File: config.mk
export PLATFORM = sky130hd
export DESIGN_NAME = irq_agg_ctrl
export DESIGN_NICKNAME = d
export VERILOG_FILES = /design/src/rtl/irq_agg_pkg.sv /design/src/rtl/irq_sync.sv /design/src/rtl/irq_l2_stage.sv /design/src/rtl/irq_l1_fold.sv /design/src/rtl/irq_agg_ctrl.sv
export SDC_FILE = /design/constraint.sdc
export NUM_CORES = 1
export LEC_CHECK = 0
export CAP_MARGIN = 40
export CORE_UTILIZATION = 45
export DETAILED_ROUTE_END_ITERATION = 6
export GPL_ROUTABILITY_DRIVEN = 0
export PLACE_DENSITY_LB_ADDON = 0.25
export SLEW_MARGIN = 30
export SYNTH_ARGS = -nofsm -noshare
export SYNTH_HDL_FRONTEND = slang
export SYNTH_HIERARCHICAL = 1
export SYNTH_SLANG_ARGS = --single-unit
File: constraint.sdc
create_clock -name clk -period 3.7 [get_ports clk]
set_input_delay 0.37 -clock clk [delete_from_list [all_inputs] [get_ports clk]]
set_output_delay 0.37 -clock clk [all_outputs]
set_load 0.02 [all_outputs]
File: src/rtl/irq_agg_pkg.sv
package irq_agg_pkg;
   localparam int GRP_W    = 8;
   localparam int NUM_GRP  = 4;
   localparam int NUM_L1   = 12;
   localparam int USED_SRC = 28;

   // Per-group idle level; a source differing from it is active.
   function automatic logic [GRP_W-1:0] idle_pat(input int g);
      case (g)
         0:       idle_pat = 8'h00;
         1:       idle_pat = 8'hBE;
         2:       idle_pat = 8'hFC;
         3:       idle_pat = 8'hF7;
         default: idle_pat = 8'h00;
      endcase
   endfunction

   // Group feeding each first-level line.
   function automatic int l1_group(input int k);
      case (k)
         7:               l1_group = 0;
         4, 6, 8, 9:      l1_group = 1;
         0, 1, 5, 11:     l1_group = 2;
         default:         l1_group = 3;
      endcase
   endfunction

   // Bits of that group that belong to each first-level line.
   function automatic logic [GRP_W-1:0] l1_bits(input int k);
      case (k)
         0:       l1_bits = 8'h40;
         1:       l1_bits = 8'h80;
         2:       l1_bits = 8'h08;
         3:       l1_bits = 8'h01;
         4:       l1_bits = 8'h01;
         5:       l1_bits = 8'h3C;
         6:       l1_bits = 8'h3E;
         7:       l1_bits = 8'hFF;
         8:       l1_bits = 8'h40;
         9:       l1_bits = 8'h80;
         10:      l1_bits = 8'h06;
         11:      l1_bits = 8'h03;
         default: l1_bits = 8'h00;
      endcase
   endfunction
endpackage

File: src/rtl/irq_sync.sv
module irq_sync #(
   parameter int W = 32
) (
   input  logic         clk,
   input  logic         rst_n,
   input  logic [W-1:0] d_i,
   output logic [W-1:0] q_o
);
   logic [W-1:0] meta_q;

   always_ff @(posedge clk or negedge rst_n) begin
      if (!rst_n) begin
         meta_q <= '0;
         q_o    <= '0;
      end else begin
         meta_q <= d_i;
         q_o    <= meta_q;
      end
   end
endmodule

File: src/rtl/irq_l2_stage.sv
module irq_l2_stage
   import irq_agg_pkg::*;
#(
   parameter int NGRP  = NUM_GRP,
   parameter int GW    = GRP_W,
   parameter int NUSED = USED_SRC,
   localparam int NSRC = NGRP * GW
) (
   input  logic [NSRC-1:0] raw_i,
   input  logic [NSRC-1:0] mask_i,
   output logic [NSRC-1:0] act_o
);
   for (genvar g = 0; g < NGRP; g++) begin : g_grp
      localparam logic [GW-1:0] IDLE = GW'(idle_pat(g));
      logic [GW-1:0] used;
      for (genvar b = 0; b < GW; b++) begin : g_bit
         assign used[b] = ((g * GW + b) < NUSED);
      end
      assign act_o[g*GW +: GW] = (raw_i[g*GW +: GW] ^ IDLE) & ~mask_i[g*GW +: GW] & used;
   end
endmodule

File: src/rtl/irq_l1_fold.sv
module irq_l1_fold
   import irq_agg_pkg::*;
#(
   parameter int NGRP  = NUM_GRP,
   parameter int GW    = GRP_W,
   parameter int NL1   = NUM_L1,
   parameter int NUSED = USED_SRC,
   localparam int NSRC = NGRP * GW,
   localparam int IDXW = $clog2(NSRC),
   localparam int LOWW = $clog2(GW)
) (
   input  logic              clk,
   input  logic              rst_n,
   input  logic [NSRC-1:0]   act_i,
   output logic [NL1-1:0]    pend_o,
   output logic [NL1*IDXW-1:0] idx_o
);
   for (genvar k = 0; k < NL1; k++) begin : g_line
      localparam int            GSEL = l1_group(k);
      localparam logic [GW-1:0] BSEL = GW'(l1_bits(k));
      logic [GW-1:0]   sel;
      logic [LOWW-1:0] low;

      assign sel = act_i[GSEL*GW +: GW] & BSEL;

      always_comb begin
         low = '0;
         for (int b = GW - 1; b >= 0; b--) begin
            if (sel[b]) low = LOWW'(b);
         end
      end

      assign pend_o[k]              = |sel;
      assign idx_o[k*IDXW +: IDXW] = IDXW'(GSEL * GW) + IDXW'(low);

      // reported source is really active
      assert_pick_active_R8: assert property (@(posedge clk) disable iff (!rst_n)
         pend_o[k] |-> act_i[idx_o[k*IDXW +: IDXW]]);
      // nothing lower in the line's set is active
      assert_pick_lowest_R8: assert property (@(posedge clk) disable iff (!rst_n)
         pend_o[k] |-> ((act_i[GSEL*GW +: GW] & BSEL &
                         ((GW'(1) << idx_o[k*IDXW +: LOWW]) - GW'(1))) == '0));
   end

   if (NUSED < NSRC) begin : g_unused_chk
      // unused sources never arrive here
      assert_unused_quiet_R10: assert property (@(posedge clk) disable iff (!rst_n)
         act_i[NSRC-1:NUSED] == '0);
   end
endmodule

File: src/rtl/irq_agg_ctrl.sv
module irq_agg_ctrl
   import irq_agg_pkg::*;
#(
   parameter int NGRP   = NUM_GRP,
   parameter int GW     = GRP_W,
   parameter int NL1    = NUM_L1,
   parameter int NUSED  = USED_SRC,
   parameter int ADDR_W = 4,
   localparam int NSRC  = NGRP * GW,
   localparam int IDXW  = $clog2(NSRC),
   localparam int L1REG = (NL1 + GW - 1) / GW,
   localparam int STAT_BASE = 0,
   localparam int L2M_BASE  = NGRP,
   localparam int L1M_BASE  = 2 * NGRP,
   localparam int QRY_ADDR  = 2 * NGRP + L1REG
) (
   input  logic              clk,
   input  logic              rst_n,
   input  logic [31:0]       src_i,
   input  logic [ADDR_W-1:0] reg_addr_i,
   input  logic [7:0]        reg_wdata_i,
   input  logic              reg_we_i,
   output logic [7:0]        reg_rdata_o,
   output logic [11:0]       l1_irq_o
);
   if (NGRP != NUM_GRP || GW != GRP_W || NL1 != NUM_L1) begin : g_bad_tables
      $error("irq_agg_ctrl: line tables are fixed at 4 groups, 8 bits, 12 lines");
   end
   if (QRY_ADDR >= (1 << ADDR_W)) begin : g_bad_addr
      $error("irq_agg_ctrl: ADDR_W too small for register map");
   end
   if (IDXW + 1 > GW) begin : g_bad_qry
      $error("irq_agg_ctrl: query byte cannot hold index and flag");
   end

   logic [NSRC-1:0]     raw_s;
   logic [NSRC-1:0]     act;
   logic [NSRC-1:0]     l2_mask_q;
   logic [L1REG*GW-1:0] l1_mask_q;
   logic [NL1-1:0]      pend;
   logic [NL1*IDXW-1:0] idx;
   logic [GW-1:0]       qry_q;
   logic [GW-1:0]       qry_d;
   logic                hit;
   logic [IDXW-1:0]     hit_idx;

   irq_sync #(.W(NSRC)) u_sync (
      .clk   (clk),
      .rst_n (rst_n),
      .d_i   (src_i),
      .q_o   (raw_s)
   );

   irq_l2_stage #(.NGRP(NGRP), .GW(GW), .NUSED(NUSED)) u_l2 (
      .raw_i  (raw_s),
      .mask_i (l2_mask_q),
      .act_o  (act)
   );

   irq_l1_fold #(.NGRP(NGRP), .GW(GW), .NL1(NL1), .NUSED(NUSED)) u_fold (
      .clk    (clk),
      .rst_n  (rst_n),
      .act_i  (act),
      .pend_o (pend),
      .idx_o  (idx)
   );

   // Query lookup for the line number on the write bus
   always_comb begin
      hit     = 1'b0;
      hit_idx = '0;
      for (int k = 0; k < NL1; k++) begin
         if (reg_wdata_i == GW'(k)) begin
            hit     = pend[k];
            hit_idx = idx[k*IDXW +: IDXW];
         end
      end
      if (hit) qry_d = {1'b0, {(GW-1-IDXW){1'b0}}, hit_idx};
      else     qry_d = {1'b1, {(GW-1-IDXW){1'b0}}, reg_wdata_i[IDXW-1:0]};
   end

   always_ff @(posedge clk or negedge rst_n) begin
      if (!rst_n) begin
         l2_mask_q <= '1;
         l1_mask_q <= '1;
         qry_q     <= {1'b1, {(GW-1){1'b0}}};
         l1_irq_o  <= '0;
      end else begin
         l1_irq_o <= pend & ~l1_mask_q[NL1-1:0];
         if (reg_we_i) begin
            for (int g = 0; g < NGRP; g++) begin
               if (reg_addr_i == ADDR_W'(L2M_BASE + g))
                  l2_mask_q[g*GW +: GW] <= reg_wdata_i;
            end
            for (int r = 0; r < L1REG; r++) begin
               if (reg_addr_i == ADDR_W'(L1M_BASE + r))
                  l1_mask_q[r*GW +: GW] <= reg_wdata_i;
            end
            if (reg_addr_i == ADDR_W'(QRY_ADDR)) qry_q <= qry_d;
         end
      end
   end

   always_comb begin
      reg_rdata_o = '0;
      for (int g = 0; g < NGRP; g++) begin
         if (reg_addr_i == ADDR_W'(STAT_BASE + g)) reg_rdata_o = raw_s[g*GW +: GW];
         if (reg_addr_i == ADDR_W'(L2M_BASE + g))  reg_rdata_o = l2_mask_q[g*GW +: GW];
      end
      for (int r = 0; r < L1REG; r++) begin
         if (reg_addr_i == ADDR_W'(L1M_BASE + r)) reg_rdata_o = l1_mask_q[r*GW +: GW];
      end
      if (reg_addr_i == ADDR_W'(QRY_ADDR)) reg_rdata_o = qry_q;
   end

   for (genvar k = 0; k < NL1; k++) begin : g_mask_chk
      // a disabled line is low on the following cycle
      assert_masked_low_R7: assert property (@(posedge clk) disable iff (!rst_n)
         l1_mask_q[k] |=> !l1_irq_o[k]);
   end
endmodule

[After elaboration in Yosys (flattened, before gate mapping)]
Index checks and enable logic that the tools add are counted.
Word-level totals
  output and inout bits: 20
  register bits: 132
Operators by class
  bitwise logic cells: 13
  add/sub/neg operators: 9
  muxes and demuxes: 62
  equal/unequal tests: 21
  reduce and logical (&&, ||, !) cells: 14
Operator list (number)
  $mux W8: 12
  $mux W3: 23
  $mux W5: 12
  $eq A8 B3 Y1 const B: 4
  $eq A8 B4 Y1 const B: 4
  $and A8 B8 Y8: 3
  $not A8 Y8: 3
  $add A5 B3 Y5 const A: 4
  $eq A4 B3 Y1 const B: 4
  $eq A8 B2 Y1 const B: 2
  $add A4 B3 Y5 const A: 3
  $reduce_and A2 Y1: 7
  $mux W1: 13
  $and A12 B12 Y12: 1
  $eq A4 B4 Y1 const B: 3
  $not A12 Y12: 1
  $not A6 Y6: 2
  $add A4 B4 Y5 const A: 2
  $eq A4 B2 Y1 const B: 2
  $eq A8 B1 Y1 const B: 1
  $logic_not A8 Y1: 1
  $reduce_or A8 Y1: 1
  $reduce_or A5 Y1: 1
  $and A4 B4 Y4: 1
  other kinds (7): 9

[Longest topological paths before layout]
Gate-level depths: netlist (run 1).
  word-level depth: 17
  gate-level depth with buffers: 10
  mapped depth without buffers: 10

[Cells and area by module]
Netlist (run 1), hierarchy kept.
By module, submodules not included
  irq_agg_ctrl: seq. area each 1712.9 sq um, instances 1, area an instance 4196.5 sq um, cells an instance 419
  irq_sync: seq. area each 1601.5 sq um, instances 1, area an instance 1601.5 sq um, cells an instance 64
  irq_l1_fold: seq. area each 0.0 sq um, instances 1, area an instance 609.3 sq um, cells an instance 91
  irq_l2_stage: seq. area each 0.0 sq um, instances 1, area an instance 269.0 sq um, cells an instance 33

[Worst setup path after synthesis (run 1)]
Ideal clock, no wire load.
  path kind: flip-flop to flip-flop
  from: reg l2_mask_q[4]
  to: reg qry_q[0]
  buffers on the path: 0
  period minus slack after synthesis: 2.196 ns
  arrival time: 2.061 ns
  path slack: 1.504 ns
  cell stages (with the launch flop): 10
  setup time: 0.134 ns
  required time: 3.566 ns
  path through: dfstp_2 > nor2b_4 > nor4_1 > nand2_1 > mux2_2 > o221a_2 > nor2_1 > o31ai_4 > o22ai_1 > a31oi_1
Between the ends
  elaborated cells on any way between the ends: 19
  those cells by class: mux: 16; bitwise: 2; reduce/logical: 1
RTL lines
  start: declaration: line irq_agg_ctrl.sv:38  | logic [NSRC-1:0] l2_mask_q;
  start signal: indexed assignment: line irq_agg_ctrl.sv:93  | l2_mask_q[g*GW +: GW] <= reg_wdata_i;
  $not A8 Y8: line irq_l2_stage.sv:19  | assign act_o[g*GW +: GW] = (raw_i[g*GW +: GW] ^ IDLE) & ~mask_i[g*GW +: GW] & used;
  $and A8 B8 Y8: line irq_l2_stage.sv:19
  via act[4]: line irq_agg_ctrl.sv:37  | logic [NSRC-1:0] act;
  $reduce_or A8 Y1: line irq_l1_fold.sv:33  | assign pend_o[k] = |sel;
  via pend[7]: line irq_agg_ctrl.sv:40  | logic [NL1-1:0] pend;
  $mux W1 (5 in a row): line irq_agg_ctrl.sv:73  | if (reg_wdata_i == GW'(k)) begin
  $mux W8: line irq_agg_ctrl.sv:78  | if (hit) qry_d = {1'b0, {(GW-1-IDXW){1'b0}}, hit_idx};
  end signal: assignment: line irq_agg_ctrl.sv:86  | qry_q <= {1'b1, {(GW-1){1'b0}}};
  end signal: assignment: line irq_agg_ctrl.sv:99  | if (reg_addr_i == ADDR_W'(QRY_ADDR)) qry_q <= qry_d;
  end: declaration: line irq_agg_ctrl.sv:42  | logic [GW-1:0] qry_q;
The timed path passes the listed nets, and every way through them passes these cells.
A chain may end at the register's enable or synchronous reset.

[Final worst setup path (run 1)]
  from: in reg_addr_i[1]
  to: out reg_rdata_o[2]
Between the ends
  word-level cells in the longest chain between the ends: 12
  elaborated cells on any way between the ends: 22
  those cells by class: eq/ne: 10; mux: 11; reduce/logical: 1
Ends and longest elaborated chain
  start: declaration: line irq_agg_ctrl.sv:20  | input logic [ADDR_W-1:0] reg_addr_i,
  $logic_not A4 Y1: line irq_agg_ctrl.sv:107  | if (reg_addr_i == ADDR_W'(STAT_BASE + g)) reg_rdata_o = raw_s[g*GW +: GW];
  $mux W8: line irq_agg_ctrl.sv:107
  $mux W8: line irq_agg_ctrl.sv:108  | if (reg_addr_i == ADDR_W'(L2M_BASE + g)) reg_rdata_o = l2_mask_q[g*GW +: GW];
  $mux W8: line irq_agg_ctrl.sv:107
  $mux W8: line irq_agg_ctrl.sv:108
  $mux W8: line irq_agg_ctrl.sv:107
  $mux W8: line irq_agg_ctrl.sv:108
  $mux W8: line irq_agg_ctrl.sv:107
  $mux W8: line irq_agg_ctrl.sv:108
  $mux W8 (2 in a row): line irq_agg_ctrl.sv:111  | if (reg_addr_i == ADDR_W'(L1M_BASE + r)) reg_rdata_o = l1_mask_q[r*GW +: GW];
  $mux W8 (*): line irq_agg_ctrl.sv:113  | if (reg_addr_i == ADDR_W'(QRY_ADDR)) reg_rdata_o = qry_q;
  end: declaration: line irq_agg_ctrl.sv:23  | output logic [7:0] reg_rdata_o,
Every way passes the cells marked *; elsewhere a longest branch is shown, timed or not.

==> impl_results.md, run 1 <==
- Status: finished clean
- Final period utilization: 92.2%
- CP max stage delay: about 0.62 ns
- Critical-path top delay cell: clkdlybuf4s50_1
- Final Hold Vio Count: 0
- Max clock buf depth: 2
- Clock slew at reported path FFs: approximately 0.060 ns
- Max Fanout on Critical Path: 10
- Routed met1 length: approximately 7.0 mm
- Die W: about 120 um
- Hold buffers post-CTS: 1
- Syn Area/Cell: ~11 sq um
- Hold Crit Class: flop to flop
- CTS tree: built
- CP Buf/Inv Count: 3
- Top Metal Used: met4
- Critical path type: input pin to output pin
- Setup Skew: 0.0166 ns
- IO buf count: 66
- Vias: between 4000 and 5000
- Worst vdd ir: about 0.00037 V
- 1st-iter DRT viols: 406
- Filler instances: 1250
- TNS Setup: 0 ns
- TritonCTS Buffers: 17
- I/O pins: 67
- Dpl hpwl: between 10 and 15 mm
- Routed wire length: about 16 mm
- Fmax: between 200 and 300 MHz
- Diodes inserted: 0
- WL met3: 940 um
- Vias in the first global route: 4625
- Yosys warns: 6
- Drt pass-1 iters: 7
- Die Area: ~0.015 sq mm
- Wire per inst: approximately 19 um
- # DRC: 0
- Antenna violations before repair: 0
- Worst EP required: 3.33 ns
- Slew headroom: approximately 44%
- RSZ-0062 raised after global routing: no
- Final instance area: 0.00788 sq mm
- # setup viols final: 0
- Ordered cell list for the critical path: clkdlybuf4s50_1 > buf_4 > or3b_2 > o22ai_1 > a21oi_1 > nand2_1 > a221oi_1 > nor2_1 > clkdlybuf4s50_1
- Post-layout util: a little over half
- GR Overflow Total: 0
- Placed cell area: just over 0.007 sq mm
- Crit start category: input pin
- Largest net degree at the start of global routing: 54
- Fin crit period: approximately 3.4 ns
- Via density: around 5.6
- Crit. End Element: output pin
- First-pass GRT wire length: about 25 mm
- Max_cap viols: 0
- Slew at the pin closest to its max-slew limit: just over 0.8 ns
- Synth Instances: ~600
- PostCTS Resize Cnt: 0
- Power per cell area: approximately 550 mW/mm^2
- Fraction of layout cells with a size suffix above 1: a little over a quarter
- LEAKAGE: 3.33 nW
- Final ANT Viol Nets: 0
- Tot GR Track Use: 23.0%
- Met2 WL post-DR: between 7 and 8 mm
- Clock Latency Late Sink: 0.42 ns
- Row count: 44
- Mapped cell area: 0.00664 sq mm
- Core Area: 0.0145 sq mm
- Worst path most repeated cell: clkdlybuf4s50_1
- Nets@finish: between 600 and 700
- Die Ht: 123 um
- CP delay by family, top: buffers and inverters
- Num Clock Sinks: 130
- H-tree Lvls: 4
- Starting density of the core: 45.9%
- Clk root buf: clkbuf_16
- Post-CTS Setup Bufs: 0
- Slew Viols, Final: 0
- CP Data Arrival Time: 3.04 ns
- Area Growth Syn to Fin: 18.6%
-- state kept, by name, summed over array words and instances (netlist names) --
signal	count
u_sync/meta_q	32
l1_mask_q	16
l2_mask_q	32
u_sync/q_o	32
l1_irq_o	12
qry_q	6
-- power by group --
part / switching [mW] / leakage, nW / internal (mW)
clock network: 0.641 / 0.289 / 1.08
registers: 0.168 / 1.47 / 1.71
logic: 0.390 / 1.57 / 0.377
total: 1.20 / 3.33 / 3.17
-- area by class of cell --
type | count | area (sq um) | area share [%]
multi-input combinational | 409 | 2860 | 36.2
clock buffer | 21 | 450 | 5.72
sequential | 130 | 3310 | 42.1
inverter | 9 | 33.8 | 0.429
timing repair buffer | 84 | 841 | 10.7
clock inverter | 11 | 154 | 1.95
tap | 184 | 230 | 2.92
-- placed cells by master, fill, tap and decap left out, types with 4 or more instances in the layout --
cell type / count
mux2_2: 45
inv_1: 8
dfstp_2: 49
nand2b_1: 7
mux2i_1: 31
mux4_2: 4
nor2_1: 42
conb_1: 36
clkbuf_16: 17
a221o_1: 6
nand2_1: 39
nor4_1: 4
clkdlybuf4s50_1: 65
nand3_1: 11
or3_1: 4
o22ai_1: 14
o21ai_0: 28
nor2b_1: 21
a221oi_1: 5
buf_4: 15
nor3_1: 9
nor2b_4: 13
a21oi_1: 28
or2_2: 5
dfrtp_1: 81
o21ai_1: 5
a31oi_1: 6
-- final timing paths --
| path | slack [ns] | cells past startpoint | to | startpoint |
|---|---|---|---|---|
| min reg2reg | 0.34 | 0 | u_sync/q_o[12] | u_sync/meta_q[12] |
| min in group asynchronous | 0.42 | 2 | l1_irq_o[7] | rst_n |
| max in group asynchronous | 2.61 | 3 | l2_mask_q[12] | rst_n |
| min | 0.34 | 0 | u_sync/q_o[12] | u_sync/meta_q[12] |
| max reg2reg | 1.15 | 9 | qry_q[0] | l2_mask_q[4] |
| max | 0.29 | 9 | reg_rdata_o[2] | reg_addr_i[1] |
-- layer usage --
layer,vias up,GRT usage (%)
met4,0,12.0
met5,-,0
met3,52,4.34
met1,2343,29.8
met2,194,36.4
li1,2144,-
-- worst reg2reg max path: cells and delay by family, from the launching register on --
kind,cells,cell delay (ns)
flip-flops,1,0.57
AND/OR/NAND/NOR,4,0.93
AO/OA/AOI/OAI,4,0.61
multiplexers,1,0.29
-- through the flow --
stage / hold slack (ns) / power (mW) / instances / setup WS, ns
2_1_floorplan: 0.0744 / 2.38 / 636 / 1.50
3_3_place_gp: 0.332 / 2.63 / 814 / 0.408
3_5_place_dp: 0.323 / 2.66 / 815 / 0.328
4_1_cts: 0.347 / 4.40 / 848 / 0.321
5_1_grt: 0.346 / 4.55 / 848 / 0.190
6_report: 0.340 / 4.37 / 848 / 0.290
No activity file was read; power rests on OpenSTA's default activity.
==> run 2: changes to the inputs <==
CAP_MARGIN = not set   (was 40)
clock period = 4 ns   (was 3.7 ns; I/O delays follow)
==> run 2 against run 1 <==
Compared with the run above: die area unchanged; clock power about the same; highest routed layer unchanged; sequential cell count did not move; critical path depth fell by 1; total power down 5.1%; routed wire length down 2.7%; global-route usage is 0.55 points lower.
==> impl_results.md, run 2 (synthesis results as in run 1) <==
- Largest net degree at the start of global routing: 68
- # setup viols final: 0
- H-tree Lvls: 4
- Max clock buf depth: 2
- Tot GR Track Use: about 22%
- RSZ-0062 raised after global routing: no
- Final non-filler cell total: around 840
- I/O pins: 67
- Commonest non-fill, non-tap cell in the layout: dfrtp_1
- FF-to-FF Start: l2_mask_q[4]
- CTS tree: built
- Power per cell area: ~530 mW/mm^2
- Fin crit period: around 3.5 ns
- Slew headroom: 41.2%
- Hold buffers post-CTS: 0
- 1st-iter DRT viols: 350
- Vias: 4642
- Area Growth Syn to Fin: 18.2%
- Vias in the first global route: 4466
- Core Area: between 0.01 and 0.015 sq mm
- Crit. End Element: output pin
- Antenna violations before repair: 0
- # DRC: 0
- Die W: around 120 um
- Clk root buf: clkbuf_16
- Crit start category: input pin
- Most frequent cells in the layout: dfrtp_1, clkdlybuf4s50_1, dfstp_2
- CP startpoint: reg_addr_i[1]
- Nets@finish: a little under 700
- Clock Latency Late Sink: between 0.4 and 0.5 ns
- Clock slew at reported path FFs: about 0.060 ns
- Worst vdd ir: roughly 0.00033 V
- Final period utilization: between 80 and 90%
- Num Clock Sinks: 130
- Max Fanout on Critical Path: 18
- Final Hold Vio Count: 0
- Via density: between 5 and 6
- Starting density of the core: 45.9%
- Routed wire length: around 16 mm
- GR Overflow Total: 0
- TNS Setup: 0 ns
- Hold Crit Class: input pin to asynchronous set/reset pin
- PostCTS Resize Cnt: 0
- IO buf count: 66
- LEAKAGE: 3.32 nW
- Post-layout util: ~54%
- Wire per inst: about 19 um
- Post-CTS Setup Bufs: 0
- R2R cell count: 9
- Diodes inserted: 0
- First-pass GRT wire length: roughly 25 mm
- Die Area: 0.0153 sq mm
- Dpl hpwl: 11.4 mm
- Slew Viols, Final: 0
- Total placed cells including tap cells: 810
- TritonCTS Buffers: 17
- Setup Skew: about 0.01 ns
- Fraction of layout cells with a size suffix above 1: between 20% and 30%
- Row count: 44
- Die Ht: 123 um
- Leading registers by flop count: l2_mask_q x32, u_sync/meta_q x32, u_sync/q_o x32
- Critical path type: input pin to output pin
- Drt pass-1 iters: 5
- Worst EP required: approximately 3.6 ns
- Final ANT Viol Nets: 0
- Slew at the pin closest to its max-slew limit: 0.878 ns
- CP Data Arrival Time: between 3 and 4 ns
- WHS: roughly 0.096 ns
- Status: finished clean
- Fmax: roughly 290 MHz
- Max_cap viols: 0
- Tot Pwr: approximately 4.1 mW
run 2: cell types whose count changed in the layout (fill, tap and decap cells not counted), sizes merged:
cell         delta
buf             -5
bufinv          +2
clkbuf          -2
clkinv          +2
dlygate4sd3     -1
inv             -2
run 2: worst max-delay path: stages:
cell,delay (ns)
clkdlybuf4s50_1,0.70
nand2b_1,0.34
nor3_1,0.49
nand2_1,0.12
o221ai_1,0.11
o21ai_0,0.13
a21oi_1,0.19
clkdlybuf4s50_1,0.63
run 2: power breakdown:
| part | leakage, nW | switching [mW] | total [mW] | internal [mW] |
|---|---|---|---|---|
| registers | 1.47 | 0.144 | 1.73 | 1.58 |
| logic | 1.53 | 0.365 | 0.707 | 0.342 |
| clock network | 0.319 | 0.575 | 1.71 | 1.14 |
run 2: path summary, 6_finish.rpt:
check	slack (ns)	end
max in group asynchronous	3.05	l1_mask_q[14]
setup reg to reg	1.40	qry_q[2]
min in group clk	0.34	u_sync/q_o[11]
hold / removal	0.1	u_sync/q_o[8]
hold reg to reg	0.34	u_sync/q_o[11]
setup / recovery	0.49	reg_rdata_o[4]
run 2: through the flow:
| stage | setup WS (ns) | area (sq um) |
|---|---|---|
| global placement | 0.650 | 7190 |
| global route | 0.287 | 7850 |
| finish | 0.493 | 7850 |
| CTS | 0.528 | 7850 |
| detailed placement | 0.553 | 7190 |
| floorplan | 1.80 | 6770 |
run 2: layer usage:
| metal | vias to the layer above | wire length, um | part of all wire (%) | GRT usage [%] |
|---|---|---|---|---|
| met3 | 45 | 1140 | 7.2 | 6.32 |
| li1 | 2127 | - | - | - |
| met2 | 206 | 7210 | 46 | 32.7 |
| met1 | 2264 | 6800 | 43 | 29.5 |
| met5 | - | 0 | 0 | 0 |
| met4 | 0 | 639 | 4.0 | 13.4 |
run 2: cell type report:
type                            count  area [sq um]
Clock buffer                       19           453
Inverter                            9          33.8
Timing Repair Buffer               78           761
Tap cell                          184           230
Fill cell                        1263          6630
Sequential cell                   130          3310
Clock inverter                     13           206
Multi-Input combinational cell    409          2860
